--- config.mk ---
export PLATFORM = sky130hd
export DESIGN_NAME = clist_xfer
export DESIGN_NICKNAME = d
export VERILOG_FILES = /design/src/rtl/clist_pkg.sv /design/src/rtl/clist_decode.sv /design/src/rtl/clist_room.sv /design/src/rtl/clist_errcnt.sv /design/src/rtl/clist_xfer.sv
export SDC_FILE = /design/constraint.sdc
export NUM_CORES = 1
export LEC_CHECK = 0
export BUFFER_PORTS_ARGS = -buffer_cell sky130_fd_sc_hd__buf_2
export CORE_UTILIZATION = 45
export DETAILED_ROUTE_END_ITERATION = 10
export GPL_ROUTABILITY_DRIVEN = 0
export PLACE_DENSITY = 0.67
export SLEW_MARGIN = 20
export SYNTH_ARGS = -nofsm -noshare
export SYNTH_HDL_FRONTEND = slang
export SYNTH_SLANG_ARGS = --single-unit
--- constraint.sdc ---
create_clock -name clk -period 8.35 [get_ports clk]
set_clock_uncertainty 0.2 [all_clocks]
set_input_delay 1.2525 -clock clk [delete_from_list [all_inputs] [get_ports clk]]
set_output_delay 1.2525 -clock clk [all_outputs]
set_load 0.01 [all_outputs]
--- src/rtl/clist_pkg.sv ---
package clist_pkg;
    localparam int WORD_W = 16;
    localparam int FCNA_W = 16;
    localparam int DATA_W = 24;

    typedef enum logic [3:0] {
        S_IDLE, S_INS, S_CNT, S_FCNA, S_LAM, S_BLO, S_BHI,
        S_CAM, S_WLO, S_WHI, S_TERM, S_DONE
    } state_e;

    typedef enum logic [1:0] {
        ST_OK      = 2'd0,
        ST_END     = 2'd1,
        ST_OVERRUN = 2'd2,
        ST_BAD     = 2'd3
    } status_e;

    typedef struct packed {
        logic wr;
        logic rd;
        logic ctl;
        logic bad;
        logic dbl;
        logic add;
        logic skip;
        logic lst;
        logic wait_each;
        logic wait_once;
    } dec_t;
endpackage

--- src/rtl/clist_decode.sv ---
module clist_decode
    import clist_pkg::*;
(
    input  logic [WORD_W-1:0] ins,
    output dec_t              dec
);
    logic [2:0] op;
    logic       unused_bits;

    assign op          = ins[2:0];
    assign unused_bits = ^{ins[15], ins[9:3]};

    always_comb begin
        dec.wr        = (op == 3'd1);
        dec.rd        = (op == 3'd2);
        dec.ctl       = (op == 3'd3);
        // unknown opcode or forbidden skip combination
        dec.bad       = !(dec.wr || dec.rd || dec.ctl) ||
                        (dec.wr && ins[10] && (ins[11] || ins[12]));
        dec.dbl       = ins[11] && (dec.wr || dec.rd);
        dec.add       = ins[10] && dec.rd;
        dec.skip      = ins[10] && dec.wr;
        dec.lst       = ins[12];
        dec.wait_each = ins[13] && !ins[14];
        dec.wait_once = ins[13] && ins[14];
    end
endmodule

--- src/rtl/clist_room.sv ---
module clist_room
    import clist_pkg::*;
#(
    parameter int AW = 16
) (
    input  logic [WORD_W-1:0] cnt,
    input  logic              dbl,
    input  logic [AW-1:0]     room,
    output logic              short_o
);
    localparam int NW = (WORD_W + 1 > AW) ? WORD_W + 1 : AW;

    logic [NW-1:0] need;
    logic [NW-1:0] have;

    always_comb begin
        need    = dbl ? (NW'(cnt) << 1) : NW'(cnt);
        have    = NW'(room);
        short_o = need > have;
    end
endmodule

--- src/rtl/clist_errcnt.sv ---
module clist_errcnt #(
    parameter int EW = 16
) (
    input  logic          clk,
    input  logic          rst_n,
    input  logic          clr,
    input  logic          ev,
    input  logic          q,
    input  logic          x,
    output logic [EW-1:0] q_cnt,
    output logic [EW-1:0] x_cnt
);
    typedef struct packed {
        logic [EW-1:0] qc;
        logic [EW-1:0] xc;
    } cnt_t;

    cnt_t cnt_d, cnt_q;

    always_comb begin
        cnt_d = cnt_q;
        if (clr) begin
            cnt_d = '0;
        end else if (ev && !q) begin
            cnt_d.qc = cnt_q.qc + EW'(1);
            if (!x) cnt_d.xc = cnt_q.xc + EW'(1);
        end
    end

    always_ff @(posedge clk or negedge rst_n) begin
        if (!rst_n) cnt_q <= '0;
        else        cnt_q <= cnt_d;
    end

    assign q_cnt = cnt_q.qc;
    assign x_cnt = cnt_q.xc;
endmodule

--- src/rtl/clist_xfer.sv ---
module clist_xfer
    import clist_pkg::*;
#(
    parameter int AW = 16,
    parameter int EW = 16
) (
    input  logic                clk,
    input  logic                rst_n,
    input  logic                start,
    input  logic [AW-1:0]       init_list_ptr,
    input  logic [AW-1:0]       init_buf_ptr,
    input  logic [AW-1:0]       init_buf_room,
    output logic                done,
    output logic [1:0]          status,
    output logic [AW-1:0]       list_ptr,
    output logic [AW-1:0]       buf_ptr,
    output logic [AW-1:0]       buf_room,
    output logic [EW-1:0]       q_errs,
    output logic [EW-1:0]       x_errs,
    output logic [AW-1:0]       lst_addr,
    input  logic [WORD_W-1:0]   lst_rdata,
    output logic [AW-1:0]       bm_addr,
    input  logic [WORD_W-1:0]   bm_rdata,
    output logic [WORD_W-1:0]   bm_wdata,
    output logic                bm_we,
    output logic                dw_req,
    output logic [FCNA_W-1:0]   dw_fcna,
    output logic [DATA_W-1:0]   dw_wdata,
    input  logic [DATA_W-1:0]   dw_rdata,
    input  logic                dw_ack,
    input  logic                dw_q,
    input  logic                dw_x,
    input  logic                dw_lam
);
    typedef struct packed {
        state_e              st;
        logic [AW-1:0]       lptr;
        logic [AW-1:0]       bptr;
        logic [AW-1:0]       room;
        logic [WORD_W-1:0]   ins;
        logic [WORD_W-1:0]   cnt;
        logic [FCNA_W-1:0]   fcna;
        logic [DATA_W-1:0]   data;
        logic                carry;
        logic                first;
        status_e             stat;
    } regs_t;

    regs_t r_q, r_d;
    dec_t  dec;
    logic  room_short;
    logic  cnt_clr;
    logic  ack_ev;

    clist_decode u_dec (
        .ins (r_q.ins),
        .dec (dec)
    );

    clist_room #(.AW(AW)) u_room (
        .cnt     (lst_rdata),
        .dbl     (dec.dbl),
        .room    (r_q.room),
        .short_o (room_short)
    );

    clist_errcnt #(.EW(EW)) u_err (
        .clk   (clk),
        .rst_n (rst_n),
        .clr   (cnt_clr),
        .ev    (ack_ev),
        .q     (dw_q),
        .x     (dw_x),
        .q_cnt (q_errs),
        .x_cnt (x_errs)
    );

    state_e          xfer_st;
    state_e          after_st;
    logic [WORD_W:0] lo_sum;

    always_comb begin
        r_d      = r_q;
        cnt_clr  = 1'b0;
        ack_ev   = 1'b0;
        bm_we    = 1'b0;
        bm_wdata = '0;
        lo_sum   = {1'b0, bm_rdata} + {1'b0, r_q.data[15:0]};
        xfer_st  = dec.wr ? S_BLO : S_CAM;
        if (r_q.cnt == WORD_W'(1))
            after_st = dec.lst ? S_TERM : S_DONE;
        else if (dec.lst)
            after_st = S_FCNA;
        else
            after_st = dec.wait_each ? S_LAM : xfer_st;

        unique case (r_q.st)
            S_IDLE: begin
                if (start) begin
                    r_d.lptr = init_list_ptr;
                    r_d.bptr = init_buf_ptr;
                    r_d.room = init_buf_room;
                    r_d.stat = ST_OK;
                    cnt_clr  = 1'b1;
                    r_d.st   = S_INS;
                end
            end
            S_INS: begin
                r_d.lptr = r_q.lptr + AW'(1);
                r_d.ins  = lst_rdata;
                if (!lst_rdata[15]) begin
                    r_d.stat = ST_END;
                    r_d.st   = S_DONE;
                end else begin
                    r_d.st = S_CNT;
                end
            end
            S_CNT: begin
                r_d.lptr  = r_q.lptr + AW'(1);
                r_d.cnt   = lst_rdata;
                r_d.first = 1'b1;
                if (dec.bad || lst_rdata == '0) begin
                    r_d.stat = ST_BAD;
                    r_d.st   = S_DONE;
                end else if ((dec.wr || dec.rd) && room_short) begin
                    r_d.stat = ST_OVERRUN;
                    r_d.st   = S_DONE;
                end else if (dec.skip) begin
                    r_d.bptr = r_q.bptr + AW'(lst_rdata);
                    r_d.room = r_q.room - AW'(lst_rdata);
                    r_d.st   = S_DONE;
                end else begin
                    r_d.st = S_FCNA;
                end
            end
            S_FCNA: begin
                r_d.lptr = r_q.lptr + AW'(1);
                r_d.fcna = lst_rdata;
                r_d.st   = (dec.wait_each || (dec.wait_once && r_q.first)) ? S_LAM : xfer_st;
            end
            S_LAM: begin
                if (dw_lam) r_d.st = xfer_st;
            end
            S_BLO: begin
                r_d.bptr = r_q.bptr + AW'(1);
                r_d.room = r_q.room - AW'(1);
                r_d.data = {8'h00, bm_rdata};
                r_d.st   = dec.dbl ? S_BHI : S_CAM;
            end
            S_BHI: begin
                r_d.bptr       = r_q.bptr + AW'(1);
                r_d.room       = r_q.room - AW'(1);
                r_d.data[23:16] = bm_rdata[7:0];
                r_d.st         = S_CAM;
            end
            S_CAM: begin
                if (dw_ack) begin
                    ack_ev    = 1'b1;
                    r_d.first = 1'b0;
                    if (dec.rd) begin
                        r_d.data = dw_rdata;
                        r_d.st   = S_WLO;
                    end else begin
                        r_d.cnt = r_q.cnt - WORD_W'(1);
                        r_d.st  = after_st;
                    end
                end
            end
            S_WLO: begin
                bm_we     = 1'b1;
                bm_wdata  = dec.add ? lo_sum[WORD_W-1:0] : r_q.data[15:0];
                r_d.carry = dec.add && lo_sum[WORD_W];
                r_d.bptr  = r_q.bptr + AW'(1);
                r_d.room  = r_q.room - AW'(1);
                if (dec.dbl) begin
                    r_d.st = S_WHI;
                end else begin
                    r_d.cnt = r_q.cnt - WORD_W'(1);
                    r_d.st  = after_st;
                end
            end
            S_WHI: begin
                bm_we    = 1'b1;
                bm_wdata = dec.add ? (bm_rdata + {8'h00, r_q.data[23:16]} + {15'd0, r_q.carry})
                                   : {8'h00, r_q.data[23:16]};
                r_d.bptr = r_q.bptr + AW'(1);
                r_d.room = r_q.room - AW'(1);
                r_d.cnt  = r_q.cnt - WORD_W'(1);
                r_d.st   = after_st;
            end
            S_TERM: begin
                r_d.lptr = r_q.lptr + AW'(1);
                r_d.st   = S_DONE;
            end
            S_DONE: begin
                r_d.st = S_IDLE;
            end
            default: r_d.st = S_IDLE;
        endcase
    end

    always_ff @(posedge clk or negedge rst_n) begin
        if (!rst_n) begin
            r_q      <= '0;
            r_q.st   <= S_IDLE;
            r_q.stat <= ST_OK;
        end else begin
            r_q <= r_d;
        end
    end

    assign done     = (r_q.st == S_DONE);
    assign status   = r_q.stat;
    assign list_ptr = r_q.lptr;
    assign buf_ptr  = r_q.bptr;
    assign buf_room = r_q.room;
    assign lst_addr = r_q.lptr + AW'(1);
    assign bm_addr  = r_q.bptr + AW'(1);
    assign dw_req   = (r_q.st == S_CAM);
    assign dw_fcna  = r_q.fcna;
    assign dw_wdata = r_q.data;
endmodule

==> impl_metrics.json <==
{
  "worstPathRequired_ns": 6.90,
  "crit_family": "compound AO/OA/AOI/OAI gates",
  "ioPinCount": 284,
  "portBuffers": 283,
  "place_ws_ns": 3.039,
  "synth-edff-count": 0,
  "path_clk_slew_ns": 0.06,
  "insertion_delay_ns": 0.42,
  "core-area_mm2": 0.02695,
  "arrival_ns": 3.88,
  "worstSetupStartpointType": "input port",
  "first_iter_violations": 851,
  "fmax_mhz": 187.4,
  "peakVddDrop_mv": 0.2020,
  "max_cap_viol_count": 0,
  "clock_sinks": 152,
  "slowest_delay_ns": 0.50,
  "start_util": 0.4575,
  "cp_cell_sequence": "buf_2 > inv_1 > fa_1 > inv_1 > fa_1 > a21o_1 > a21oi_1 > o21bai_1 > a2111o_1 > nand4_1 > xor2_1 > o22ai_1 > a31o_2 > buf_2",
  "worst_pin_slew_ns": 1.082,
  "dp_hpwl_um": 25820,
  "cts-root-buf": "clkbuf_16",
  "synth_top_area_frac": 0.3085,
  "hp-class": "register to register",
  "cts_max_level": 4,
  "avgSynthCellArea_um2": 8.192,
  "rsz0062_at_grt": "no",
  "via_per_inst": 5.786,
  "drive_gt1_frac": 0.2372,
  "synth_top_cell_by_area": "dfrtp_1",
  "netlist-cell-type-count": 80,
  "crit_buf_inv": 4,
  "maxSlewViolCount": 0,
  "postLayoutSetupSlackWorst_ns": 3.015,
  "synth_warnings": 0,
  "grt_overflow_total": 0,
  "wl_um": 35640,
  "crit_path_max_fanout": 4,
  "dieArea_mm2": 0.02806,
  "leakage_nw": 6.593,
  "layout.cells.non_filler": 2024,
  "numCtsBuffers": 17,
  "synth_top_flop_cell": "dfrtp_1",
  "synth_fp_nets": 1696,
  "tns_ns": 0,
  "setup_viol": 0,
  "die_y_um": 167.5,
  "yosys_register_bits": 152,
  "postSynthCellCount": 1505,
  "grt_pass1_wl_um": 57150,
  "ctsLongestPathBuffers": 2,
  "seq_area_frac_synth": 0.3085,
  "drtAntennaViolNets": 0,
  "finalCritPeriodShare": 0.6390,
  "critPathKind": "input port to primary output",
  "wl_per_cell_um": 17.61,
  "grt_pass1_vias": 11120,
  "post-cts-setup-buffers": 0,
  "final_nets": 1860,
  "p_total_mw": 5.689,
  "fin_crit_ns": 5.335,
  "powerDensity_mw_per_mm2": 407.1,
  "dp.cells": 1991,
  "ctsHoldBuffers": 0,
  "synth.area.top_cells": "dfrtp_1, ha_1, buf_4",
  "r2r_slack_ns": 3.58,
  "grt_max_degree": 86,
  "die_w_um": 167.5,
  "crit_slowest_cell": "a2111o_1",
  "cts_resized": 0,
  "grt_use_total": 0.2536,
  "status": "finished clean",
  "syn_area_mm2": 0.01233,
  "slew_headroom": 0.2771,
  "crit_path_end_kind": "primary output",
  "dr.pass1.iters": 5,
  "hold_viol": 0,
  "tritoncts": "built",
  "antenna_found_initial": 1,
  "async_reset_ff_frac": 1.000,
  "fp-row-count": 60,
  "syn2layout_area_growth_pct": 13.33,
  "vias": 11710,
  "post-route-drc-count": 0
}
-- Yosys cell counts (24+ instances only) --
library cell    n
nand2_1       172
nor2_1        166
dfrtp_1       152
a21oi_1        93
buf_4          93
o21ai_0        89
ha_1           75
xnor2_1        49
inv_1          48
xor2_1         48
nand3_1        46
clkbuf_1       42
mux2_2         41
nor3_1         36
a31oi_1        34
and3_1         27
a22oi_1        24
-- worst min-delay path, stage by stage, from the launching register on --
cell     delay [ns]
dfrtp_1        0.34
nand2_1        0.06
nand2_1        0.06
-- layer usage --
metal | vias to the layer above | share of wire | GRT usage
li1 | 5608 | - | -
met1 | 5609 | 0.43 | 0.3271
met2 | 436 | 0.48 | 0.4284
met3 | 57 | 0.066 | 0.04396
met4 | 0 | 0.022 | 0.08496
met5 | - | 0 | 0
-- where the power goes --
part	internal [mW]	leakage, nW	switching (mW)
Clock	0.462	0.296	0.358
Combinational	1.44	4.45	2.01
Sequential	1.04	1.84	0.379
-- area by class of cell --
type | count | area, um2
Tap cell | 341 | 426.7
Antenna cell | 1 | 2.502
Clock inverter | 14 | 175.2
Inverter | 50 | 187.7
Multi-Input combinational cell | 1153 | 7426
Fill cell | 2608 | 12980
Clock buffer | 18 | 439.2
Timing Repair Buffer | 295 | 1513
Sequential cell | 152 | 3804
-- through the flow --
step                      area (um2)  hold WS [ns]    util
after floorplan                12330        0.2470       -
after global routing           13970        0.3177  0.5185
after detailed placement       13350        0.2691  0.4954
after global placement         13350        0.2622  0.4954
after CTS                      13970        0.2838  0.5182
final                          13970        0.2874  0.5185
-- sequential cells by signal (all words and copies together), names as in the netlist --
signal,count
r_q,30
dw_wdata,24
buf_ptr,16
buf_room,16
dw_fcna,16
list_ptr,16
u_err.q_cnt,16
u_err.x_cnt,16
status,2
-- logic make-up (layout without fill, tap and decap cells) --
family                   after synthesis  in the layout  share of synthesized area
XOR/XNOR                              97             97                    0.06891
AND/OR/NAND/NOR                      535            535                     0.1984
flip-flops                           152            152                     0.3085
AO/OA/AOI/OAI                        386            386                     0.2007
adder cells (fa/ha/maj)               80             80                    0.08423
multiplexers                          55             55                    0.04881
other                                  0              1                          0
buffers and inverters                200            377                    0.09042
-- path summary, 6_finish.rpt --
| check | startpoint | depth (start not counted) | endpoint |
|---|---|---|---|
| setup / recovery | bm_rdata[0] | 14 | bm_wdata[12] |
| hold / removal | r_q[2] | 2 | r_q[2] |
| setup reg to reg | r_q[126] | 13 | buf_room[15] |
| hold reg to reg | r_q[2] | 2 | r_q[2] |
| max in group asynchronous | rst_n | 2 | r_q[55] |
| min in group asynchronous | rst_n | 1 | u_err.q_cnt[11] |
-- placed cells by master (no fill, tap or decap), types with 24 or more instances in the layout --
| master | n |
|---|---|
| and3_1 | 26 |
| xnor2_1 | 49 |
| nor3_1 | 36 |
| dfrtp_1 | 152 |
| xor2_1 | 48 |
| nor2_1 | 164 |
| inv_1 | 48 |
| a21oi_1 | 93 |
| nand3_1 | 46 |
| mux2_2 | 41 |
| ha_1 | 75 |
| nand2_1 | 172 |
| a22oi_1 | 24 |
| buf_2 | 282 |
| a31oi_1 | 34 |
| o21ai_0 | 89 |
Note: power is estimated with default switching activity, not from simulation.
